### config.mk
export PLATFORM = sky130hd
export DESIGN_NAME = iq_strength_meter
export DESIGN_NICKNAME = d
export VERILOG_FILES = /design/src/rtl/iqsm_pkg.sv /design/src/rtl/iqsm_absmag.sv /design/src/rtl/iqsm_window.sv /design/src/rtl/iqsm_accum.sv /design/src/rtl/iqsm_divfsm.sv /design/src/rtl/iq_strength_meter.sv
export SDC_FILE = /design/constraint.sdc
export NUM_CORES = 1
export LEC_CHECK = 0
export ABC_AREA = 1
export BUFFER_PORTS_ARGS = -buffer_cell sky130_fd_sc_hd__buf_4
export CORE_ASPECT_RATIO = 0.8
export CORE_UTILIZATION = 54
export CTS_CLUSTER_SIZE = 40
export DETAILED_ROUTE_END_ITERATION = 8
export GPL_ROUTABILITY_DRIVEN = 0
export HOLD_SLACK_MARGIN = 0.1
export PLACE_DENSITY = 0.71
export SETUP_SLACK_MARGIN = 0.3
export SYNTH_ARGS = -nofsm -noshare
export SYNTH_HDL_FRONTEND = slang
export SYNTH_HIERARCHICAL = 1
export SYNTH_SLANG_ARGS = --single-unit
### constraint.sdc
create_clock -name clk -period 11 [get_ports clk]
set_clock_uncertainty 0.2 [all_clocks]
set_input_delay 0.55 -clock clk [delete_from_list [all_inputs] [get_ports clk]]
set_output_delay 0.55 -clock clk [all_outputs]
set_load 0.02 [all_outputs]
### src/rtl/iqsm_pkg.sv
package iqsm_pkg;
    typedef enum logic [1:0] {
        ST_WAIT = 2'd0,
        ST_DIV  = 2'd1,
        ST_POST = 2'd2
    } div_state_e;
endpackage

### src/rtl/iqsm_absmag.sv
module iqsm_absmag #(
    parameter int SAMP_W = 12
) (
    input  logic signed [SAMP_W-1:0] i_in,
    input  logic signed [SAMP_W-1:0] q_in,
    output logic        [SAMP_W-1:0] mag
);
    localparam int A_W = SAMP_W - 1;

    logic signed [SAMP_W-1:0] chan [2];
    logic        [A_W-1:0]    mag_ch [2];

    assign chan[0] = i_in;
    assign chan[1] = q_in;

    for (genvar c = 0; c < 2; c++) begin : g_chan
        logic signed [SAMP_W-1:0] neg;
        assign neg = -chan[c];
        always_comb begin
            if (chan[c][SAMP_W-1]) begin
                // the lowest code has no positive twin: pin it to the top code
                if (neg[SAMP_W-1]) mag_ch[c] = {A_W{1'b1}};
                else               mag_ch[c] = neg[A_W-1:0];
            end else begin
                mag_ch[c] = chan[c][A_W-1:0];
            end
        end
    end

    assign mag = {1'b0, mag_ch[0]} + {1'b0, mag_ch[1]};
endmodule

### src/rtl/iqsm_window.sv
module iqsm_window #(
    parameter int WIN_LEN = 60
) (
    input  logic clk,
    input  logic rst,
    output logic last
);
    localparam int CNT_W = $clog2(WIN_LEN);

    logic [CNT_W-1:0] cnt;

    assign last = (cnt == CNT_W'(WIN_LEN - 1));

    always_ff @(posedge clk) begin
        if (rst || last) cnt <= '0;
        else             cnt <= cnt + 1'b1;
    end
endmodule

### src/rtl/iqsm_accum.sv
module iqsm_accum #(
    parameter int MAG_W   = 12,
    parameter int WIN_LEN = 60,
    localparam int N_W    = $clog2(WIN_LEN + 1),
    localparam int ACC_W  = MAG_W + N_W
) (
    input  logic             clk,
    input  logic             rst,
    input  logic             valid,
    input  logic [MAG_W-1:0] mag,
    input  logic             last,
    output logic [ACC_W-1:0] sum_fin,
    output logic [N_W-1:0]   n_fin
);
    logic [ACC_W-1:0] acc;
    logic [N_W-1:0]   n;
    logic [MAG_W-1:0] add;

    assign add     = valid ? mag : '0;
    assign sum_fin = acc + ACC_W'(add);
    assign n_fin   = n + N_W'(valid);

    always_ff @(posedge clk) begin
        if (rst || last) begin
            acc <= '0;
            n   <= '0;
        end else begin
            acc <= sum_fin;
            n   <= n_fin;
        end
    end
endmodule

### src/rtl/iqsm_divfsm.sv
module iqsm_divfsm
    import iqsm_pkg::*;
#(
    parameter int ACC_W     = 18,
    parameter int N_W       = 6,
    parameter int OUT_W     = 6,
    parameter int FULL_CODE = 60,
    parameter int MAG_FS    = 4094
) (
    input  logic             clk,
    input  logic             rst,
    input  logic             close,
    input  logic [ACC_W-1:0] sum_fin,
    input  logic [N_W-1:0]   n_fin,
    output logic [OUT_W-1:0] rssi,
    output logic             upd
);
    localparam int SC_W  = $clog2(FULL_CODE + 1);
    localparam int DW    = ACC_W + SC_W + N_W + OUT_W;
    localparam int BIT_W = (OUT_W > 1) ? $clog2(OUT_W) : 1;

    div_state_e       state_q, state_d;
    logic [DW-1:0]    rem_q, den_q, trial;
    logic [OUT_W-1:0] quo_q;
    logic [BIT_W-1:0] bit_q;
    logic             empty_q;

    assign trial = den_q << bit_q;

    always_ff @(posedge clk) begin
        if (rst) state_q <= ST_WAIT;
        else     state_q <= state_d;
    end

    always_comb begin
        state_d = state_q;
        unique case (state_q)
            ST_WAIT: if (close) state_d = ST_DIV;
            ST_DIV:  if (bit_q == '0) state_d = ST_POST;
            ST_POST: state_d = ST_WAIT;
            default: state_d = ST_WAIT;
        endcase
    end

    always_ff @(posedge clk) begin
        if (rst) begin
            rssi    <= '0;
            upd     <= 1'b0;
            rem_q   <= '0;
            den_q   <= '0;
            quo_q   <= '0;
            bit_q   <= '0;
            empty_q <= 1'b0;
        end else begin
            upd <= 1'b0;
            unique case (state_q)
                ST_WAIT: begin
                    if (close) begin
                        rem_q   <= DW'(sum_fin) * DW'(FULL_CODE);
                        den_q   <= DW'(n_fin) * DW'(MAG_FS);
                        quo_q   <= '0;
                        bit_q   <= BIT_W'(OUT_W - 1);
                        empty_q <= (n_fin == '0);
                    end
                end
                ST_DIV: begin
                    if (rem_q >= trial) begin
                        rem_q        <= rem_q - trial;
                        quo_q[bit_q] <= 1'b1;
                    end
                    bit_q <= bit_q - 1'b1;
                end
                ST_POST: begin
                    if (empty_q)                      rssi <= '0;
                    else if (quo_q > OUT_W'(FULL_CODE)) rssi <= OUT_W'(FULL_CODE);
                    else                              rssi <= quo_q;
                    upd <= 1'b1;
                end
                default: ;
            endcase
        end
    end
endmodule

### src/rtl/iq_strength_meter.sv
module iq_strength_meter #(
    parameter int SAMP_W    = 12,
    parameter int WIN_LEN   = 60,
    parameter int FULL_CODE = 60,
    parameter int OUT_W     = 6
) (
    input  logic              clk,
    input  logic              rst,
    input  logic              in_valid,
    input  logic [SAMP_W-1:0] in_i,
    input  logic [SAMP_W-1:0] in_q,
    output logic [OUT_W-1:0]  rssi_o,
    output logic              upd_o
);
    localparam int MAG_W  = SAMP_W;
    localparam int MAG_FS = 2 * (2 ** (SAMP_W - 1) - 1);
    localparam int N_W    = $clog2(WIN_LEN + 1);
    localparam int ACC_W  = MAG_W + N_W;

    logic [MAG_W-1:0] mag_w;
    logic             last_w;
    logic [ACC_W-1:0] sum_w;
    logic [N_W-1:0]   n_w;

    iqsm_absmag #(.SAMP_W(SAMP_W)) u_mag (
        .i_in (in_i),
        .q_in (in_q),
        .mag  (mag_w)
    );

    iqsm_window #(.WIN_LEN(WIN_LEN)) u_win (
        .clk  (clk),
        .rst  (rst),
        .last (last_w)
    );

    iqsm_accum #(.MAG_W(MAG_W), .WIN_LEN(WIN_LEN)) u_acc (
        .clk     (clk),
        .rst     (rst),
        .valid   (in_valid),
        .mag     (mag_w),
        .last    (last_w),
        .sum_fin (sum_w),
        .n_fin   (n_w)
    );

    iqsm_divfsm #(
        .ACC_W     (ACC_W),
        .N_W       (N_W),
        .OUT_W     (OUT_W),
        .FULL_CODE (FULL_CODE),
        .MAG_FS    (MAG_FS)
    ) u_div (
        .clk     (clk),
        .rst     (rst),
        .close   (last_w),
        .sum_fin (sum_w),
        .n_fin   (n_w),
        .rssi    (rssi_o),
        .upd     (upd_o)
    );
endmodule

==> results of run 1 <==
[cell families (layout without fill, tap and decap cells)]
group | count (synthesis) | count (layout)
buffers and inverters | 404 | 414
xor gates and xnor gates | 31 | 31
muxes | 2 | 2
DFF | 101 | 101
AOI/OAI and AO/OA | 274 | 274
and+or+nand+nor | 1021 | 1021
other | 0 | 1
adders and majority gates | 156 | 156
[worst paths after layout]
path                                   to  slack [ns]
max          u_div/rem_q[23]$_SDFFE_PP0P_        4.32
min reg2reg    u_div/rssi[5]$_SDFFE_PP0P_        0.27
min            u_div/rssi[5]$_SDFFE_PP0P_        0.27
max reg2reg  u_div/rem_q[23]$_SDFFE_PP0P_        6.09
[metrics by stage]
stage                     instance area, um^2  hold slack (ns)  power, mW
after floorplan                         12000            0.240       2.52
after CTS                               12800            0.274       3.45
after global routing                    12800            0.290       3.93
after detailed placement                12500            0.260       3.10
after global placement                  12500            0.254       3.03
final                                   12800            0.273       3.48
[layer usage]
metal  track usage  vias up
li1              -     6239
met1         0.410     5364
met2         0.429      327
met3        0.0622       27
met4        0.0510        0
met5             0        -
[power by group through the flow]
stage	clock network, mW	logic, mW	registers (mW)
2_1_floorplan	0	2.12	0.399
3_3_place_gp	0	2.63	0.400
3_5_place_dp	0	2.69	0.401
4_1_cts	0.351	2.70	0.392
5_1_grt	0.362	3.17	0.394
6_report	0.341	2.75	0.392
[placed cells by master (no fill, tap or decap), types with 2 or more instances in the layout]
cell type and count:
nor4_1 2, nand3b_1 12, a21oi_1 118, o21bai_1 12
inv_2 6, xor2_1 22, inv_1 356, and2_1 4
clkbuf_16 9, a31oi_1 2, nand4_1 25, o21ai_0 105
nor2_2 10, ha_1 106, nor2_4 5, nand2_1 556
fa_1 50, a21oi_4 2, xnor2_1 9, or2_2 10
nor2_1 214, nand2_2 15, clkinv_1 2, o22ai_1 2
o21a_1 6, nand3_1 135, buf_4 34, clkinv_4 2
clkinv_8 3, and2b_1 3, nor3_1 19, mux2i_1 2
o211ai_1 2, a21o_1 6, o21ai_1 13, nand3_2 5
dfxtp_1 101, a21boi_0 2
[flip-flops by register name (all words and copies together) (netlist names), 2 cells and up]
register and flops:
u_div/den_q 17, u_div/rssi 6, u_div/bit_q 3, u_div/rem_q 35
u_div/state_q 2, u_acc/acc 18, u_win/cnt 6, u_div/quo_q 6
u_acc/n 6
[critical path: cells and delay by family]
kind	cells	cell delay, ns
buffers and inverters	9	0.77
AOI/OAI and AO/OA	3	0.58
xor gates and xnor gates	2	0.35
adders and majority gates	6	2.24
and+or+nand+nor	19	2.25
[cell type report]
type	instances	area [um^2]
antenna	1	2.50
clock buffer	9	225
clock inverter	7	91.3
fill	2180	8900
inverter	364	1370
multi-input combinational	1484	8440
sequential	101	2020
tap	300	375
timing repair buffer	34	255
==> results.json, run 1 <==
{
  "status": "complete, no violations",
  "final_layout_size_suffix_gt1_frac": 0.0530,
  "numClockSinks": 101,
  "die_h_um": 135,
  "portBuffers": 33,
  "synth_area_leader_cell": "nand2_1",
  "pwr-share-clk": 0.098,
  "maxCapViolations": 0,
  "ys_top_cells_by_area": "nand2_1 (17%), dfxtp_1 (17%), inv_1 (11%)",
  "core_area_um2": 21700,
  "finalCriticalPeriod_ns": 6.68,
  "yosysWarnings": 6,
  "synth_compound_area_frac": 0.123,
  "utilization": 0.589,
  "met2WireLength_um": 12600,
  "combPwrFrac": 0.789,
  "grt_use_total": 0.282,
  "synth-xor-area-share": 0.0226,
  "critical_path_required_ns": 11.06,
  "synth_top_family_by_area": "simple AND/OR/NAND/NOR gates",
  "syn_inst": 1989,
  "grt_overflow": 0,
  "period_share": 0.607,
  "place_hpwl_um": 25200,
  "timing_max_transition_violations_final": 0,
  "die_x_um": 169,
  "slowest_stage": "fa_1",
  "ant_nets": 0,
  "numCtsBuffers": 9,
  "hold_viol_final": 0,
  "cts_tree": "done",
  "yosysTopAreaCellShare": 0.174,
  "syn_avg_cell_area_um2": 6.04,
  "setup_tns_ns": 0,
  "reg2reg_depth": 28,
  "final_cells": 2300,
  "crit_fanout": 11,
  "min-delay-start": "u_div/rssi[5]$_SDFFE_PP0P_",
  "synth_edf_count": 0,
  "synthSimpleGateAreaFrac": 0.361,
  "worst_slack_ns": 4.32,
  "reg2reg_from": "u_acc/acc[0]$_SDFF_PP0_",
  "post_cts_buffers": 0,
  "cts_buffer_depth": 2,
  "worstSetupStartpointType": "input port",
  "synth_fa_ha_area_frac": 0.194,
  "grt_max_degree": 35,
  "vias": 12000,
  "area_delta_synth_final_pct": 6.29,
  "ios": 34,
  "max_stage_delay_ns": 0.53,
  "synth_seq_cells": 101,
  "ys_types": 49,
  "synthTopCellsByCount": "nand2_1 (556), inv_1 (356), nor2_1 (215)",
  "critical_path_class": "input port to flip-flop",
  "worstMarginPinSlew_ns": 1.06,
  "yosys-mux-area-fraction": 0.00167,
  "wl_um": 30900,
  "synth_async_sr_flop_share": 0,
  "clk_pin_slew_worst_paths_ns": 0.09,
  "cts-root-buf": "clkbuf_16",
  "vdd_drop_max_v": 0.000379,
  "first_pass_iters": 5,
  "timing.critical_path.arrival_ns": 6.74,
  "leakage_nw": 7.12,
  "synth_flop_cell": "dfxtp_1",
  "cp-startpoint": "in_i[0]",
  "place_inst": 2283,
  "drt_iter0_markers": 1023,
  "wl_met1_um": 15500,
  "yosysMostFrequentCell": "nand2_1",
  "swShare": 0.562,
  "seq_area_frac_synth": 0.168,
  "drc_errors": 0,
  "clock_latency_ns": 0.37,
  "p_sw_mw": 1.96,
  "place_ws_ns": 4.04,
  "grt_pass1_wl_um": 52100,
  "post_cts_resized": 0,
  "cellPowerDensity_nw_per_um2": 273,
  "rsz0062_at_grt": "false",
  "whs_path_depth": 2,
  "fmax_mhz": 150,
  "maxSlewHeadroom": 0.290,
  "finalSetupViolCount": 0,
  "p_seq_frac": 0.113,
  "avgViaCountPerCell": 5.20,
  "postCtsHoldBufs": 0,
  "worst_setup_path_end_kind": "flip-flop",
  "grt_pass1_vias": 11000,
  "finalNetCount": 2177,
  "wire_per_inst_um": 13.4,
  "start_util": 0.555,
  "synth_area_um2": 12000,
  "rows": 48,
  "wl_met3_um": 2500,
  "cts-htree-levels": 3,
  "synth_nets": 2172,
  "antenna_found_initial": 1,
  "internal_power_mw": 1.53,
  "die_area_um2": 22900,
  "hp-class": "flip-flop to flip-flop",
  "top_layer": "met4"
}
Power figures use the tool's default switching activity.
==> run 2: changes to the inputs <==
--- a/config.mk
+++ b/config.mk
@@ -5,7 +5,7 @@
 export SDC_FILE = /design/constraint.sdc
 export NUM_CORES = 1
 export LEC_CHECK = 0
-export ABC_AREA = 1
+export ABC_AREA = 0
 export BUFFER_PORTS_ARGS = -buffer_cell sky130_fd_sc_hd__buf_4
 export CORE_ASPECT_RATIO = 0.8
 export CORE_UTILIZATION = 54
==> constraint.sdc (replaced) <==
create_clock -name clk -period 6.3 [get_ports clk]
set_clock_uncertainty 0.2 [all_clocks]
set_input_delay 0.315 -clock clk [delete_from_list [all_inputs] [get_ports clk]]
set_output_delay 0.315 -clock clk [all_outputs]
set_load 0.02 [all_outputs]
==> run 2 against run 1 <==
  * The run now ends with negative setup slack left
  * Critical path depth down 6
  * Synthesized area down 8.4%
  * Wire length down 1.8%
  * Utilization up 13 points
  * First-iteration DRC count down 28%
  * Global-route usage up 0.62 points
  * Design area up 12%
  * Clock-buffer cell count up 1
  * Synthesized cell count down 31%
  * Die area down 8.3%
  * Largest cell class unchanged
==> results.json, run 2 <==
{
  "cp-startpoint": "in_q[0]",
  "cts-root-buf": "clkbuf_16",
  "cts_buffer_depth": 2,
  "grt-busiest-layer": "met2",
  "vias": 10700,
  "final_layout_size_suffix_gt1_frac": 0.290,
  "rsz0062_at_grt": "true",
  "hp-class": "flip-flop to flip-flop",
  "antenna_found_initial": 0,
  "syn_avg_cell_area_um2": 7.99,
  "maxSlewHeadroom": 0.327,
  "largest_registers": "u_div/rem_q (35), u_acc/acc (18), u_div/den_q (17)",
  "synth_compound_area_frac": 0.209,
  "ys_top_cells_by_area": "dfxtp_1 (18%), ha_1 (12%), fa_1 (9.1%)",
  "n_fill_cell": 1560,
  "postCtsHoldBufs": 0,
  "use_met1": 0.397,
  "finalCriticalPeriod_ns": 6.66,
  "ios": 34,
  "path_buf_inv": 5,
  "max_stage_delay_ns": 0.58,
  "grt_max_degree": 70,
  "clk_pin_slew_worst_paths_ns": 0.08,
  "area_delta_synth_final_pct": 29.7,
  "wire_per_inst_um": 16.5,
  "grt_util_met3": 0.0559,
  "yosysMostFrequentCell": "nand2_1",
  "violations": "negative setup slack",
  "die_x_um": 162,
  "reg2reg_depth": 17,
  "wl_um": 30400,
  "yosys-mux-area-fraction": 0.0482,
  "slowest_stage": "fa_1",
  "worst_slack_ns": -0.357,
  "die_h_um": 130,
  "regMostFlops": "u_div/rem_q",
  "synth_top_family_by_area": "simple AND/OR/NAND/NOR gates",
  "synth_area_leader_cell": "dfxtp_1",
  "reg2reg_from": "u_acc/n[0]$_SDFF_PP0_",
  "timing_max_transition_violations_final": 0,
  "final_cell_mix": "buf_4 (215), nand2_1 (125), nor2_1 (107)",
  "crit_end": "u_div/rem_q[20]$_SDFFE_PP0P_",
  "crit_fanout": 5,
  "ys_types": 93,
  "stdcell_area_um2": 14300,
  "critPathTopFamily": "compound AO/OA/AOI/OAI gates",
  "status": "finished with violations",
  "numCtsBuffers": 9,
  "portBuffers": 33,
  "path_depth": 33,
  "cts_tree": "done",
  "core_area_um2": 19900,
  "worstMarginPinSlew_ns": 1.01,
  "finalSetupViolCount": 8,
  "maxCapViolations": 0,
  "grt_pass1_vias": 10300,
  "mostFrequentLayoutCell": "buf_4",
  "r2r_setup_slack_ns": 0.79,
  "synth_nets": 1561,
  "numClockSinks": 101,
  "place_hpwl_um": 21900,
  "synth-xor-area-share": 0.0611,
  "synth_edf_count": 0,
  "synth_async_sr_flop_share": 0,
  "drc_errors": 0,
  "avgViaCountPerCell": 5.82,
  "synth_flop_cell": "dfxtp_1",
  "hold_viol_final": 0,
  "crit_top_cell": "ha_4",
  "worstSetupStartpointType": "input port",
  "reg2reg_to": "u_div/den_q[17]$_SDFFE_PP0P_",
  "worst_setup_path_end_kind": "flip-flop",
  "antenna_cells": 0,
  "rows": 46,
  "yosysWarnings": 6,
  "synth_fa_ha_area_frac": 0.211,
  "finalNetCount": 1756,
  "drt_iter0_markers": 732,
  "synth_area_um2": 11000,
  "grt_use_total": 0.289,
  "ant_nets": 0,
  "fmax_mhz": 150,
  "largest_reg_flops": 35,
  "first_pass_iters": 5,
  "synthSimpleGateAreaFrac": 0.224,
  "period_share": 1.06,
  "start_util": 0.553,
  "critical_path_required_ns": 6.37,
  "critical_path_class": "input port to flip-flop",
  "synthTopCellsByCount": "nand2_1 (138), inv_1 (122), nor2_1 (117)",
  "use_met2": 0.469,
  "timing.critical_path.arrival_ns": 6.73,
  "yosysTopAreaCellShare": 0.184,
  "cts-htree-levels": 3,
  "synth_seq_cells": 101,
  "seq_area_frac_synth": 0.184,
  "clock_latency_ns": 0.36,
  "placed_area_um2": 12900,
  "grt_overflow": 0,
  "die_area_um2": 21000,
  "grt_pass1_wl_um": 49300,
  "syn_inst": 1378
}
run 2: how the worst min path moves through the flow:
stage                     slack, ns  cells past startpoint                      end                     from
after floorplan                0.22                      1  u_win/cnt[0]$_SDFF_PP0_  u_win/cnt[0]$_SDFF_PP0_
after global routing           0.29                      1  u_win/cnt[0]$_SDFF_PP0_  u_win/cnt[0]$_SDFF_PP0_
after detailed placement       0.24                      1  u_win/cnt[0]$_SDFF_PP0_  u_win/cnt[0]$_SDFF_PP0_
final                          0.25                      1  u_win/cnt[0]$_SDFF_PP0_  u_win/cnt[0]$_SDFF_PP0_
after CTS                      0.25                      1  u_win/cnt[0]$_SDFF_PP0_  u_win/cnt[0]$_SDFF_PP0_
after global placement         0.23                      1  u_win/cnt[0]$_SDFF_PP0_  u_win/cnt[0]$_SDFF_PP0_
run 2: logic make-up after synthesis:
family | after synthesis
AOI/OAI and AO/OA | 336
xor gates and xnor gates | 76
adders and majority gates | 156
buffers and inverters | 177
DFF | 101
muxes | 38
and+or+nand+nor | 494
run 2: final cells by class:
class / instances / area (um^2) / share of cell area
Tap cell: 264 / 330 / 0.0231
Clock buffer: 10 / 239 / 0.0167
Sequential cell: 101 / 2020 / 0.142
Timing Repair Buffer: 239 / 1900 / 0.133
Clock inverter: 6 / 52.6 / 0.00368
Multi-Input combinational cell: 1100 / 9280 / 0.650
Inverter: 122 / 460 / 0.0322
run 2: what timing repair did:
action,in CTS,in global routing
setup buffers,33,13
setup endpoints to repair,12,15
pin swaps,84,37
resized for setup,95,51
run 2: per-layer routing:
metal | wire length [um] | part of all wire
met1 | 14300 | 0.47
met2 | 13700 | 0.45
met3 | 1820 | 0.060
met4 | 549 | 0.018
met5 | 0 | 0
run 2: through the flow:
stage	utilization	instances	worst slack (ns)	TNS, ns	hold slack (ns)
after detailed placement	0.649	1780	-0.816	-6.54	0.239
after floorplan	-	1378	-0.188	-0.752	0.218
after CTS	0.699	1829	-0.0911	-0.199	0.250
after global placement	0.649	1780	-0.552	-4.12	0.232
after global routing	0.717	1842	-0.663	-4.73	0.289
final	0.717	1842	-0.357	-1.66	0.247
run 2: worst register-to-register path: cells and delay by family (launching register included):
family	cells	cell delay (ns)
AOI/OAI and AO/OA	5	1.44
buffers and inverters	2	0.24
xor gates and xnor gates	2	0.68
adders and majority gates	6	2.28
and+or+nand+nor	2	0.25
DFF	1	0.31
Power of run 2 is left out: the tool's default activity adds up to more than one toggle a clock period on the data nets, which glitch-free logic cannot reach.
==> run 3: changes to the inputs <==
--- a/config.mk
+++ b/config.mk
@@ -7,7 +7,6 @@
 export LEC_CHECK = 0
 export ABC_AREA = 0
 export BUFFER_PORTS_ARGS = -buffer_cell sky130_fd_sc_hd__buf_4
-export CORE_ASPECT_RATIO = 0.8
 export CORE_UTILIZATION = 54
 export CTS_CLUSTER_SIZE = 40
 export DETAILED_ROUTE_END_ITERATION = 8
==> run 3 against run 2 <==
  * First-iteration DRC count increased by 1.4%
  * The flow still finishes with violations (negative setup slack)
  * Non-clock buffer count shrank 11
  * Sequential share of layout area rose by 0.12 points
  * Register-to-register slack better by 0.09 ns
  * Utilization rose by 0.12 points
  * Global-route usage shrank 0.61 points
  * Design area shrank 0.81%
  * Final cell count shrank 0.54%
==> results.json, run 3 (same netlist as run 2, synthesis figures left out) <==
{
  "status": "finished with violations",
  "violations": "negative setup slack",
  "cts-htree-levels": 3,
  "first_pass_iters": 5,
  "numClockSinks": 101,
  "grt-busiest-layer": "met2",
  "cts-root-buf": "clkbuf_16",
  "rsz0062_at_grt": "true",
  "final_layout_size_suffix_gt1_frac": 0.286,
  "worst_setup_path_end_kind": "flip-flop",
  "grt_pass1_vias": 10300,
  "utilization": 0.719,
  "cts_buffer_depth": 2,
  "drt_iter0_markers": 742,
  "final_cell_mix": "buf_4 (207), nand2_1 (128), nor2_1 (107)",
  "hp-class": "flip-flop to flip-flop",
  "critical_path_required_ns": 6.38,
  "grt_use_total": 0.282,
  "finalNetCount": 1745,
  "clk_pin_slew_worst_paths_ns": 0.08,
  "reg2reg_to": "u_div/den_q[17]$_SDFFE_PP0P_",
  "use_met2": 0.499,
  "max_stage_delay_ns": 0.51,
  "slowest_stage": "fa_1",
  "reg2reg_from": "u_acc/n[0]$_SDFF_PP0_",
  "timing_max_transition_violations_final": 0,
  "ios": 34,
  "die_h_um": 145,
  "largest_reg_flops": 35,
  "critPathTopFamily": "compound AO/OA/AOI/OAI gates",
  "min_to": "u_win/cnt[0]$_SDFF_PP0_",
  "maxCapViolations": 0,
  "finalSetupViolCount": 7,
  "hold_viol_final": 0,
  "wl_um": 29100,
  "antenna_found_initial": 0,
  "path_buf_inv": 6,
  "postCtsHoldBufs": 0,
  "timing.critical_path.arrival_ns": 6.62,
  "largest_registers": "u_div/rem_q (35), u_acc/acc (18), u_div/den_q (17)",
  "wire_per_inst_um": 15.9,
  "core_area_um2": 19700,
  "vias": 10700,
  "fmax_mhz": 153,
  "reg2reg_depth": 17,
  "ant_nets": 0,
  "whs_path_depth": 1,
  "r2r_setup_slack_ns": 0.88,
  "cts_tree": "done",
  "crit_fanout": 6,
  "die_x_um": 145,
  "numCtsBuffers": 9,
  "regMostFlops": "u_div/rem_q",
  "worst_slack_ns": -0.240,
  "clock_latency_ns": 0.36,
  "grt_overflow": 0,
  "avgViaCountPerCell": 5.83,
  "min-delay-start": "u_win/cnt[0]$_SDFF_PP0_",
  "drc_errors": 0,
  "critical_path_class": "input port to flip-flop",
  "finalCriticalPeriod_ns": 6.54,
  "portBuffers": 33,
  "period_share": 1.04,
  "area_delta_synth_final_pct": 28.7,
  "final_cells": 1832,
  "worstMarginPinSlew_ns": 1.07,
  "start_util": 0.558,
  "place_hpwl_um": 21300,
  "antenna_cells": 0,
  "grt_util_met3": 0.0349,
  "mostFrequentLayoutCell": "buf_4",
  "worstSetupStartpointType": "input port",
  "die_area_um2": 21000,
  "maxSlewHeadroom": 0.289,
  "grt_max_degree": 70,
  "rows": 51,
  "grt_pass1_wl_um": 47800,
  "place_inst": 1783,
  "use_met1": 0.367,
  "setup_tns_ns": -0.881
}
run 3: final cells by class:
| cell class | instances | area (um^2) |
|---|---|---|
| clock buffers | 10 | 239 |
| clock inverters | 6 | 62.6 |
| fillers | 1518 | 5550 |
| inverters | 122 | 465 |
| multi-input cells | 1100 | 9250 |
| flip-flops and latches | 101 | 2020 |
| well taps | 265 | 332 |
| repair buffers | 228 | 1790 |
run 3: routing by layer:
layer  vias to the layer above  routed length [um]  share of wire
met5                         -                   0              0
met4                         0                 416          0.014
met3                        38                1100          0.038
met2                       229               14500           0.50
met1                      5152               13100           0.45
li1                       5264                   -              -
run 3: how the worst max path moves through the flow:
stage	from	endpoint	slack, ns	cells past startpoint
6_report	in_q[1]	u_div/rem_q[20]$_SDFFE_PP0P_	-0.24	33
5_1_grt	in_q[0]	u_div/rem_q[20]$_SDFFE_PP0P_	-0.47	33
4_1_cts	in_q[2]	u_div/rem_q[20]$_SDFFE_PP0P_	-0.05	33
3_5_place_dp	in_q[0]	u_div/rem_q[20]$_SDFFE_PP0P_	-0.64	32
3_3_place_gp	in_q[0]	u_div/rem_q[18]$_SDFFE_PP0P_	-0.47	30
2_1_floorplan	in_q[2]	u_div/rem_q[20]$_SDFFE_PP0P_	-0.19	32
run 3: stage by stage:
step,setup slack [ns],area (um^2),hold slack [ns]
floorplan,-0.188,11400,0.218
global placement,-0.471,12900,0.231
detailed placement,-0.637,12900,0.241
CTS,-0.0494,13700,0.254
global route,-0.475,14200,0.266
finish,-0.240,14200,0.252
run 3: repair_timing:
action | 4_1_cts | 5_1_grt
cloned | 0 | 0
hold endpoints to repair | 0 | 0
gates resized for setup | 66 | 74
pin swaps | 60 | 61
setup endpoints to repair | 12 | 15
buffers inserted | 21 | 12
Power of run 3 is left out for the same reason.
